--- config.mk ---
export PLATFORM = sky130hd
export DESIGN_NAME = mac_gated_dr
export DESIGN_NICKNAME = d
export VERILOG_FILES = /design/src/rtl/mvdr_pkg.sv /design/src/rtl/mvdr_keyed_lfsr.sv /design/src/rtl/mvdr_frame_rx.sv /design/src/rtl/mvdr_verdict.sv /design/src/rtl/mac_gated_dr.sv
export SDC_FILE = /design/constraint.sdc
export NUM_CORES = 1
export LEC_CHECK = 0
export BUFFER_PORTS_ARGS = -buffer_cell sky130_fd_sc_hd__buf_2
export CAP_MARGIN = 20
export CORE_MARGIN = 1
export CORE_UTILIZATION = 46
export CTS_BUF_LIST = sky130_fd_sc_hd__clkbuf_4 sky130_fd_sc_hd__clkbuf_8
export DETAILED_ROUTE_END_ITERATION = 12
export PLACE_DENSITY = 0.66
export SETUP_SLACK_MARGIN = 0.15
export SKIP_LAST_GASP = 1
export SLEW_MARGIN = 20
export SYNTH_ARGS = -nofsm -noshare
export SYNTH_HDL_FRONTEND = slang
export SYNTH_SLANG_ARGS = --single-unit
--- constraint.sdc ---
create_clock -name tck_i -period 2.4 [get_ports tck_i]
set_input_delay 0 -clock tck_i [delete_from_list [all_inputs] [get_ports tck_i]]
set_output_delay 0 -clock tck_i [all_outputs]
set_load 0.1 [all_outputs]
--- src/rtl/mvdr_pkg.sv ---
package mvdr_pkg;
  typedef enum logic [1:0] {
    VERD_IDLE = 2'd0,
    VERD_PASS = 2'd1,
    VERD_FAIL = 2'd2
  } verdict_e;

  typedef struct packed {
    logic capture;
    logic shift;
    logic exit;
  } strobe_t;
endpackage

--- src/rtl/mvdr_keyed_lfsr.sv ---
module mvdr_keyed_lfsr #(
  parameter int unsigned TAG_W = 16,
  parameter logic [TAG_W-1:0] POLY = '0
) (
  input  logic             clk_i,
  input  logic             rst_ni,
  input  logic             load_i,
  input  logic [TAG_W-1:0] seed_i,
  input  logic [TAG_W-1:0] mask_i,
  input  logic             step_i,
  input  logic             bit_i,
  output logic [TAG_W-1:0] sum_o
);
  logic [TAG_W-1:0] state_q, mask_q, taps;
  logic             fb;

  assign fb   = state_q[TAG_W-1] ^ bit_i;
  assign taps = POLY ^ mask_q;

  always_ff @(posedge clk_i or negedge rst_ni) begin
    if (!rst_ni) begin
      state_q <= '0;
      mask_q  <= '0;
    end else if (load_i) begin
      state_q <= seed_i;
      mask_q  <= mask_i;
    end else if (step_i) begin
      state_q <= {state_q[TAG_W-2:0], 1'b0} ^ (fb ? taps : '0);
    end
  end

  assign sum_o = state_q;
endmodule

--- src/rtl/mvdr_frame_rx.sv ---
module mvdr_frame_rx #(
  parameter int unsigned PAYLOAD_W = 32,
  parameter int unsigned TAG_W     = 16
) (
  input  logic                 clk_i,
  input  logic                 rst_ni,
  input  logic                 load_i,
  input  logic                 shift_i,
  input  logic                 bit_i,
  output logic [PAYLOAD_W-1:0] payload_o,
  output logic [TAG_W-1:0]     tag_o,
  output logic                 in_payload_o,
  output logic                 len_ok_o
);
  localparam int unsigned FRAME_W = PAYLOAD_W + TAG_W;
  localparam int unsigned CNT_W   = $clog2(FRAME_W + 2);
  localparam logic [CNT_W-1:0] CNT_PAY  = CNT_W'(PAYLOAD_W);
  localparam logic [CNT_W-1:0] CNT_FULL = CNT_W'(FRAME_W);
  localparam logic [CNT_W-1:0] CNT_SAT  = CNT_W'(FRAME_W + 1);

  logic [CNT_W-1:0]     cnt_q;
  logic [PAYLOAD_W-1:0] pay_q;
  logic [TAG_W-1:0]     tag_q;
  logic                 in_tag;

  assign in_payload_o = shift_i && (cnt_q < CNT_PAY);
  assign in_tag       = shift_i && (cnt_q >= CNT_PAY) && (cnt_q < CNT_FULL);

  always_ff @(posedge clk_i or negedge rst_ni) begin
    if (!rst_ni) begin
      cnt_q <= '0;
      pay_q <= '0;
      tag_q <= '0;
    end else if (load_i) begin
      cnt_q <= '0;
      tag_q <= '0;
    end else if (shift_i) begin
      if (cnt_q != CNT_SAT) cnt_q <= cnt_q + 1'b1;
      if (in_payload_o) pay_q <= {bit_i, pay_q[PAYLOAD_W-1:1]};
      if (in_tag)       tag_q <= {bit_i, tag_q[TAG_W-1:1]};
    end
  end

  assign payload_o = pay_q;
  assign tag_o     = tag_q;
  assign len_ok_o  = (cnt_q == CNT_FULL);
endmodule

--- src/rtl/mvdr_verdict.sv ---
module mvdr_verdict
  import mvdr_pkg::*;
#(
  parameter int unsigned PAYLOAD_W = 32,
  parameter int unsigned TAG_W     = 16
) (
  input  logic                 clk_i,
  input  logic                 rst_ni,
  input  logic                 eval_i,
  input  logic                 len_ok_i,
  input  logic [TAG_W-1:0]     tag_i,
  input  logic [TAG_W-1:0]     sum_i,
  input  logic [PAYLOAD_W-1:0] payload_i,
  output logic [PAYLOAD_W-1:0] data_o,
  output logic                 valid_o,
  output logic                 err_o
);
  verdict_e             verdict;
  logic [PAYLOAD_W-1:0] data_q;
  logic                 valid_q, err_q;

  always_comb begin
    verdict = VERD_IDLE;
    if (eval_i) verdict = (len_ok_i && (tag_i == sum_i)) ? VERD_PASS : VERD_FAIL;
  end

  always_ff @(posedge clk_i or negedge rst_ni) begin
    if (!rst_ni) begin
      data_q  <= '0;
      valid_q <= 1'b0;
      err_q   <= 1'b0;
    end else begin
      unique case (verdict)
        VERD_PASS: begin
          data_q  <= payload_i;
          valid_q <= 1'b1;
        end
        VERD_FAIL: begin
          valid_q <= 1'b0;
          err_q   <= 1'b1;
        end
        default: ;
      endcase
    end
  end

  assign data_o  = data_q;
  assign valid_o = valid_q;
  assign err_o   = err_q;
endmodule

--- src/rtl/mac_gated_dr.sv ---
module mac_gated_dr
  import mvdr_pkg::*;
#(
  parameter int unsigned PAYLOAD_W = 32,
  parameter int unsigned TAG_W     = 16,
  parameter logic [TAG_W-1:0] POLY = TAG_W'(16'h1021)
) (
  input  logic                 tck_i,
  input  logic                 rst_ni,
  input  logic                 sel_i,
  input  logic                 capture_i,
  input  logic                 shift_i,
  input  logic                 exit_i,
  input  logic                 tdi_i,
  input  logic [2*TAG_W-1:0]   mac_key_i,
  output logic [PAYLOAD_W-1:0] data_o,
  output logic                 valid_o,
  output logic                 err_o
);
  strobe_t              stb;
  logic [PAYLOAD_W-1:0] payload;
  logic [TAG_W-1:0]     tag, sum;
  logic                 in_payload, len_ok;

  assign stb.capture = sel_i && capture_i;
  assign stb.shift   = sel_i && shift_i && !capture_i;
  assign stb.exit    = sel_i && exit_i && !capture_i && !shift_i;

  mvdr_frame_rx #(.PAYLOAD_W(PAYLOAD_W), .TAG_W(TAG_W)) u_rx (
    .clk_i       (tck_i),
    .rst_ni      (rst_ni),
    .load_i      (stb.capture),
    .shift_i     (stb.shift),
    .bit_i       (tdi_i),
    .payload_o   (payload),
    .tag_o       (tag),
    .in_payload_o(in_payload),
    .len_ok_o    (len_ok)
  );

  mvdr_keyed_lfsr #(.TAG_W(TAG_W), .POLY(POLY)) u_mac (
    .clk_i (tck_i),
    .rst_ni(rst_ni),
    .load_i(stb.capture),
    .seed_i(mac_key_i[TAG_W-1:0]),
    .mask_i(mac_key_i[2*TAG_W-1:TAG_W]),
    .step_i(in_payload),
    .bit_i (tdi_i),
    .sum_o (sum)
  );

  mvdr_verdict #(.PAYLOAD_W(PAYLOAD_W), .TAG_W(TAG_W)) u_vd (
    .clk_i    (tck_i),
    .rst_ni   (rst_ni),
    .eval_i   (stb.exit),
    .len_ok_i (len_ok),
    .tag_i    (tag),
    .sum_i    (sum),
    .payload_i(payload),
    .data_o   (data_o),
    .valid_o  (valid_o),
    .err_o    (err_o)
  );
endmodule

# After elaboration in Yosys (flattened, before gate mapping)
# Cells that the tools add are included.
# W data, S select, Z words.
dict set report totals {
  ff_bits 120
  in_bits 39
  word_cells 53
}
dict set report classes {
  n_addsub 1
  order_cmp 3
  eq_ne 5
  muxes 12
  bitwise_logic 4
  reduce_logical 20
}
# cell n
set ops {}
lappend ops {{$mux W16} 6}
lappend ops {{$mux W6} 3}
lappend ops {{$eq A16 B16 Y1} 1}
lappend ops {{$xor A16 B16 Y16} 1}
lappend ops {{$lt A6 B6 Y1 const B} 2}
lappend ops {{$logic_and A1 B1 Y1} 10}
lappend ops {{$reduce_bool A2 Y1} 5}
lappend ops {{$add A6 B1 Y6 const B} 1}
lappend ops {{$eq A6 B6 Y1 const B} 1}
lappend ops {{$ge A6 B6 Y1 const B} 1}
lappend ops {{$ne A6 B6 Y1 const B} 1}
lappend ops {{$mux W2} 2}
lappend ops {{$reduce_and A2 Y1} 2}
lappend ops {{$not A3 Y3} 1}
lappend ops {{$reduce_and A3 Y1} 1}
lappend ops {{$eq A2 B1 Y1 const B} 1}
lappend ops {{$eq A2 B2 Y1 const B} 1}
lappend ops {{$logic_not A1 Y1} 2}
lappend ops {{$pmux W1 S2} 1}
lappend ops {{$not A1 Y1} 1}
lappend ops {{$xor A1 B1 Y1} 1}

# Depth between registers and ports, before layout
# Gate-level depths: netlist of run 1.
dict set report depth {
  word_depth 7
  ltp_mapped 7
  ltp_nobuf 6
}

# By module
# Synthesis of run 1 repeated with hierarchy kept, for this count alone.
dict set report hier_totals {
  cells_unflattened 467
  hier_area_um2 5809.3
}
# module n_inst cells_per_inst area_per_inst_um2
set by_module_without_submodules {}
lappend by_module_without_submodules {mvdr_frame_rx 1 183 2366.0}
lappend by_module_without_submodules {mvdr_keyed_lfsr 1 183 1820.5}
lappend by_module_without_submodules {mvdr_verdict 1 98 1592.8}
lappend by_module_without_submodules {mac_gated_dr 1 3 30.0}

# Least setup slack after synthesis of run 1
# OpenSTA, ideal clock, no wires.
dict set report synth_path {
  path_kind {register to register}
  start {register u_rx.cnt_q[2]}
  end {register u_vd.data_q[10] (netlist: u_vd.data_o[10])}
  arrival_ps 1887
  required_ps 2275
  setup_slack_ps 387
  stages_incl_launch_ff 7
  path_buffers 1
  period_less_slack_ps 2013
  cell_sequence {dfrtp_1 -> and4bb_1 -> nand4_1 -> a2111oi_4 -> nand4_4 -> buf_6 -> mux2_4}
}
dict set report synth_between {
  elab_chain_cells 5
}
# element line
set synth_lines {}
lappend synth_lines {{start, declared} mvdr_frame_rx.sv:21} ;# logic [CNT_W-1:0] cnt_q;
lappend synth_lines {{start signal, assigned} mvdr_frame_rx.sv:38} ;# if (cnt_q != CNT_SAT) cnt_q <= cnt_q + 1'b1;
lappend synth_lines {{$eq A6 B6 Y1} mvdr_frame_rx.sv:46} ;# assign len_ok_o = (cnt_q == CNT_FULL);
lappend synth_lines {{$logic_and A1 B1 Y1} mvdr_verdict.sv:24} ;# if (eval_i) verdict = (len_ok_i && (tag_i == sum_i)) ? VERD_PASS : VERD_FAIL;
lappend synth_lines {{$mux W2 (2 in series)} mvdr_verdict.sv:24}
lappend synth_lines {{$eq A2 B1 Y1} mvdr_verdict.sv:33} ;# unique case (verdict)
lappend synth_lines {{end signal, assigned} mvdr_verdict.sv:35} ;# data_q <= payload_i;
lappend synth_lines {{end, declared} mvdr_verdict.sv:19} ;# logic [PAYLOAD_W-1:0] data_q;
# Every way passes these cells.
# A chain may end at the register's enable or synchronous reset.

# Worst setup path in the final report of run 1
dict set report layout_path {
  start {register u_rx.cnt_q[0]}
  end {register u_vd.data_q[16] (netlist: u_vd.data_o[16])}
}
# The elaborated chain is that of the path after synthesis.

==> results of run 1 <==
## state kept, by name, indices dropped and copies added, names as in the netlist
signal          cells
u_rx.payload_o     32
u_vd.data_o        32
u_mac.mask_q       16
u_mac.sum_o        16
u_rx.tag_o         16
u_rx.cnt_q          6
u_vd.err_o          1
u_vd.valid_o        1
## final timing paths
check / from / to / cells after the start
max: u_rx.cnt_q[0]$_DFFE_PN0P_ / u_vd.data_o[16]$_DFFE_PN0N_ / 8
min: shift_i / u_vd.valid_o$_DFFE_PN0P_ / 4
max reg2reg: u_rx.cnt_q[0]$_DFFE_PN0P_ / u_vd.data_o[16]$_DFFE_PN0N_ / 8
min reg2reg: u_vd.err_o$_DFFE_PN0N_ / u_vd.err_o$_DFFE_PN0N_ / 1
max in group asynchronous: rst_ni / u_rx.payload_o[17]$_DFFE_PN0P_ / 3
min in group asynchronous: rst_ni / u_vd.data_o[23]$_DFFE_PN0N_ / 2
## cells in the mapped netlist, types with 2 or more instances
cell type	number
mux2_2	51
nand2_1	30
o21ai_0	18
a21oi_1	4
ha_1	3
buf_2	4
buf_1	2
clkbuf_1	10
xnor2_1	23
nor2b_1	3
inv_1	4
nand2b_1	2
mux2_4	29
buf_6	3
dfrtp_1	120
xor2_1	11
nor4_1	2
nand3_1	2
mux2i_1	31
nand4_1	3
nor2_1	27
## worst register-to-register path, cell delays in order (launching register included)
cell	delay (ns)
dfrtp_1	0.44
inv_1	0.08
ha_1	0.16
o2111ai_1	0.11
nor4_1	0.28
buf_4	0.19
nand4_4	0.10
buf_4	0.27
mux2_4	0.34
## repair_timing
item | in CTS | in global routing
setup endpoints to repair | 0 | 20
hold endpoints to repair | 76 | 0
hold buffers | 34 | 0
## final cells by class
| cell class | count | area share |
|---|---|---|
| sequential | 120 | 0.456 |
| multi-input combinational | 250 | 0.332 |
| timing repair buffer | 119 | 0.127 |
| inverter | 4 | 0.00228 |
| clock inverter | 12 | 0.0156 |
| clock buffer | 20 | 0.0408 |
| tap | 140 | 0.0266 |
## kinds of logic (layout without fill, tap and decap cells)
| kind of cell | count (synthesis) | count (layout) | share of synthesized area |
|---|---|---|---|
| flip-flops | 120 | 120 | 0.568 |
| multiplexers | 111 | 111 | 0.250 |
| AND/OR/NAND/NOR | 77 | 77 | 0.0688 |
| XOR/XNOR | 34 | 34 | 0.0563 |
| AO/OA/AOI/OAI | 25 | 25 | 0.0291 |
| buffers and inverters | 23 | 155 | 0.0215 |
| adder cells (fa/ha/maj) | 3 | 3 | 0.00710 |
## where the power goes
part / switching, µW / internal (µW) / total [µW]
clock: 792 / 876 / 1670
sequential: 149 / 2190 / 2340
combinational: 274 / 324 / 598
## per-layer routing
metal  global-route usage  wire (µm)
met1                0.239       4730
met4               0.0648         80
met3               0.0622        399
met2                0.304       4900
met5                    0          0
## placed cells by master, fill, tap and decap left out, drive strengths merged, types with 2 or more instances in the layout
cell type,instances
dfrtp,120
buf,85
mux2,80
dlygate4sd3,34
mux2i,31
nand2,30
nor2,27
xnor2,23
clkbuf,20
o21ai,18
xor2,11
clkinv,7
inv,4
a21oi,4
clkinvlp,4
nand4,4
nor2b,3
ha,3
nor4,2
nand2b,2
nand3,2
## through the flow
stage,worst slack [ns],total power [µW],util
6_report,0.311,4600,0.597
5_1_grt,0.155,4860,0.597
4_1_cts,0.189,4660,0.597
3_5_place_dp,0.230,2940,0.533
3_3_place_gp,0.278,2920,0.533
2_1_floorplan,0.387,2720,-
==> results.json, run 1 <==
{
  "status": "finished clean",
  "yosysWarnings": 0,
  "synthTopCellsByArea": "dfrtp_1, mux2_2, mux2_4",
  "holdWs_ns": 0.0299,
  "cts.sinks": 120,
  "finalSetupViolCount": 0,
  "placed_cells": 599,
  "drv_cap": 0,
  "grt_pass1_vias": 3400,
  "diodes": 0,
  "slew_headroom": 0.618,
  "dr.pass1.iters": 4,
  "synth-async-reset-ratio": 1.00,
  "cp-end-kind": "flop",
  "antenna_found_initial": 0,
  "fmax_ghz": 0.479,
  "report.final.slew_viol_count": 0,
  "cp.required_ns": 2.70,
  "fin_nets": 554,
  "synth_top_area_frac": 0.568,
  "cts_buffer_depth": 2,
  "final_cells": 665,
  "min_period_over_period": 0.870,
  "drc": 0,
  "skew_ns": 0.0117,
  "path_class": "reg -> reg",
  "start_kind": "flop",
  "coreArea_um2": 11000,
  "grt_pass1_wl_um": 16800,
  "final_hold_viol_count": 0,
  "crit_top_cell": "buf_4",
  "nFillCells": 929,
  "worst-path-max-fanout": 22,
  "area_delta_synth_final_pct": 24.6,
  "rows": 38,
  "power_density_nw_per_um2": 699,
  "seq_area_frac_synth": 0.568,
  "critPathArrivalTime_ns": 2.39,
  "chipWidth_um": 109,
  "hold_path_class": "in -> reg",
  "portBuffers": 72,
  "cts_root_buf": "clkbuf_8",
  "synth_enable_flop_cells": 0,
  "totalWireLength_um": 10100,
  "finalInstanceArea_um2": 6590,
  "vias": 3272,
  "dp_hpwl_um": 6670,
  "clk_pin_slew_ns": 0.07,
  "ys_types": 32,
  "die_area_um2": 11900,
  "cts_buffers": 17,
  "seq_area_um2": 3000,
  "cts_setup_buffers": 0,
  "rrSetupSlack_ns": 0.31,
  "syn_inst": 393,
  "antenna_left": 0,
  "syn-num-nets": 435,
  "cts_tree": "yes",
  "rsz0062_at_grt": "false",
  "post-route-min-period_ns": 2.09,
  "yosysTopAreaCell": "dfrtp_1",
  "grt_max_degree": 50,
  "path_buf_inv": 3,
  "grt-ovfl-total": 0,
  "htree_levels": 4,
  "cp_slowest_stage_delay_ns": 0.44,
  "syn-mean-instance-area_um2": 13.5,
  "synth_area_um2": 5290,
  "multi_input_area_um2": 2190,
  "synth_ff_type": "dfrtp_1",
  "drive_gt1_frac": 0.385,
  "leakagePower_uw": 0.00325,
  "crit_slowest_cell": "dfrtp_1",
  "num_io_pins": 73,
  "ys_seq_elements": 120,
  "placed_area_um2": 5880,
  "worstMarginPinSlew_ns": 0.573,
  "clock_latency_ns": 0.42,
  "path_delay_family": "buffers and inverters",
  "route.detailed.wl_per_inst_um": 15.2,
  "gp_congestion": 0.782,
  "ir_drop_mv": 0.549,
  "fin_setup_tns_ns": 0,
  "start_util": 0.480,
  "post_cts_resized": 0,
  "viasPerCell": 4.92,
  "cp_cell_sequence": "inv_1 > ha_1 > o2111ai_1 > nor4_1 > buf_4 > nand4_4 > buf_4 > mux2_4",
  "grtUsageTotal": 0.189,
  "drt_iter0_drc": 125,
  "die_y_um": 109
}
Note: power is estimated with default switching activity, not from simulation.
==> run 2: changes to the inputs <==
--- a/config.mk
+++ b/config.mk
@@ -12,6 +12,7 @@
 export CTS_BUF_LIST = sky130_fd_sc_hd__clkbuf_4 sky130_fd_sc_hd__clkbuf_8
 export DETAILED_ROUTE_END_ITERATION = 12
 export PLACE_DENSITY = 0.66
+export REMOVE_ABC_BUFFERS = 1
 export SETUP_SLACK_MARGIN = 0.15
 export SKIP_LAST_GASP = 1
 export SLEW_MARGIN = 20
==> results.json, run 2 (same netlist as run 1, synthesis figures left out) <==
{
  "status": "finished clean",
  "cts_setup_buffers": 0,
  "final_cell_mix": "dfrtp_1, buf_2, mux2_2, dlygate4sd3_1, mux2i_1",
  "route.detailed.wl_per_inst_um": 14.3,
  "drc": 0,
  "grtUsageTotal": 0.178,
  "finalSetupViolCount": 0,
  "cts_buffer_depth": 2,
  "cp-end-kind": "flop",
  "leakagePower_uw": 0.00326,
  "cts_tree": "yes",
  "min_period_over_period": 0.871,
  "grt_max_degree": 73,
  "critPathArrivalTime_ns": 2.41,
  "num_io_pins": 73,
  "layout_commonest_cell": "dfrtp_1",
  "antenna_found_initial": 0,
  "clk_pin_slew_ns": 0.07,
  "nFillCells": 910,
  "clock_latency_ns": 0.44,
  "totalWireLength_um": 9500,
  "report.final.slew_viol_count": 0,
  "dp_hpwl_um": 6140,
  "antenna_left": 0,
  "die_area_um2": 11900,
  "drv_cap": 0,
  "coreArea_um2": 11000,
  "path_class": "reg -> reg",
  "utilization": 0.598,
  "rows": 38,
  "hold_path_class": "in -> reg",
  "cts_buffers": 17,
  "viasPerCell": 5.00,
  "drive_gt1_frac": 0.382,
  "slew_headroom": 0.640,
  "drt_iter0_drc": 160,
  "area_delta_synth_final_pct": 24.7,
  "grt-ovfl-total": 0,
  "rsz0062_at_grt": "false",
  "grt_pass1_wl_um": 15900,
  "start_util": 0.480,
  "diodes": 0,
  "worst-path-max-fanout": 33,
  "start_kind": "flop",
  "grt_pass1_vias": 3330,
  "fmax_ghz": 0.478,
  "vias": 3315,
  "multi_input_area_um2": 2190,
  "portBuffers": 72,
  "cts.sinks": 120,
  "power_density_nw_per_um2": 709,
  "cts_root_buf": "clkbuf_8",
  "fin_setup_tns_ns": 0,
  "skew_ns": 0.0121,
  "die_y_um": 109,
  "final_hold_viol_count": 0,
  "worstMarginPinSlew_ns": 0.541,
  "seq_area_um2": 3000,
  "dr.pass1.iters": 4,
  "cp.required_ns": 2.72,
  "chipWidth_um": 109,
  "gp_congestion": 0.795,
  "ir_drop_mv": 0.603,
  "fin_nets": 554,
  "post-route-min-period_ns": 2.09,
  "htree_levels": 4
}
## run 2: final timing paths
path | depth (start not counted) | slack [ns] | from | to
max in group asynchronous | 3 | 1.38 | rst_ni | u_rx.payload_o[25]$_DFFE_PN0P_
max reg2reg | 6 | 0.31 | u_rx.cnt_q[2]$_DFFE_PN0P_ | u_vd.data_o[18]$_DFFE_PN0N_
min reg2reg | 1 | 0.47 | u_vd.err_o$_DFFE_PN0N_ | u_vd.err_o$_DFFE_PN0N_
min in group asynchronous | 3 | 0.14 | rst_ni | u_vd.data_o[17]$_DFFE_PN0N_
max | 6 | 0.31 | u_rx.cnt_q[2]$_DFFE_PN0P_ | u_vd.data_o[18]$_DFFE_PN0N_
min | 4 | 0.03 | capture_i | u_vd.valid_o$_DFFE_PN0P_
## run 2: final cells by class
type	count	area share
clock buffer	22	0.0430
clock inverter	8	0.0150
inverter	4	0.00228
multi-input combinational	250	0.332
sequential	120	0.455
tap	140	0.0266
timing repair buffer	119	0.126
## run 2: power by group
| part | switching [µW] | internal, µW | total, µW |
|---|---|---|---|
| combinational | 266 | 322 | 588 |
| clock | 758 | 995 | 1750 |
| sequential | 143 | 2190 | 2330 |
| total | 1170 | 3510 | 4680 |
## run 2: routing by layer
metal	vias up	global-route usage	share of wire
met2	75	0.279	0.48
met4	0	0.112	0.028
li1	1584	-	-
met1	1634	0.222	0.45
met5	-	0	0
met3	22	0.0400	0.035
## run 2: per-stage QoR
stage / power (µW) / setup slack [ns] / cell area [µm²] / std cells / hold WS [ns]
2_1_floorplan: 2720 / -0.894 / 5190 / 374 / -0.296
3_3_place_gp: 2910 / 0.349 / 5860 / 598 / -0.143
3_5_place_dp: 2930 / 0.307 / 5860 / 598 / -0.138
4_1_cts: 4740 / 0.310 / 6590 / 663 / 0.00616
5_1_grt: 4920 / 0.249 / 6600 / 663 / 0.0193
6_report: 4680 / 0.309 / 6600 / 663 / 0.0268
## run 2: worst max-delay path, cell delays in order, from the launching register on
cell,delay [ns]
dfrtp_1,0.41
and4bb_1,0.32
nand4_1,0.15
a2111oi_4,0.43
nand4_4,0.14
buf_12,0.22
mux2_4,0.32
## run 2: what timing repair did
item / in CTS / in global routing
resized for setup: 0 / 1
hold endpoints to repair: 154 / 0
hold buffers: 35 / 0
setup endpoints to repair: 0 / 13
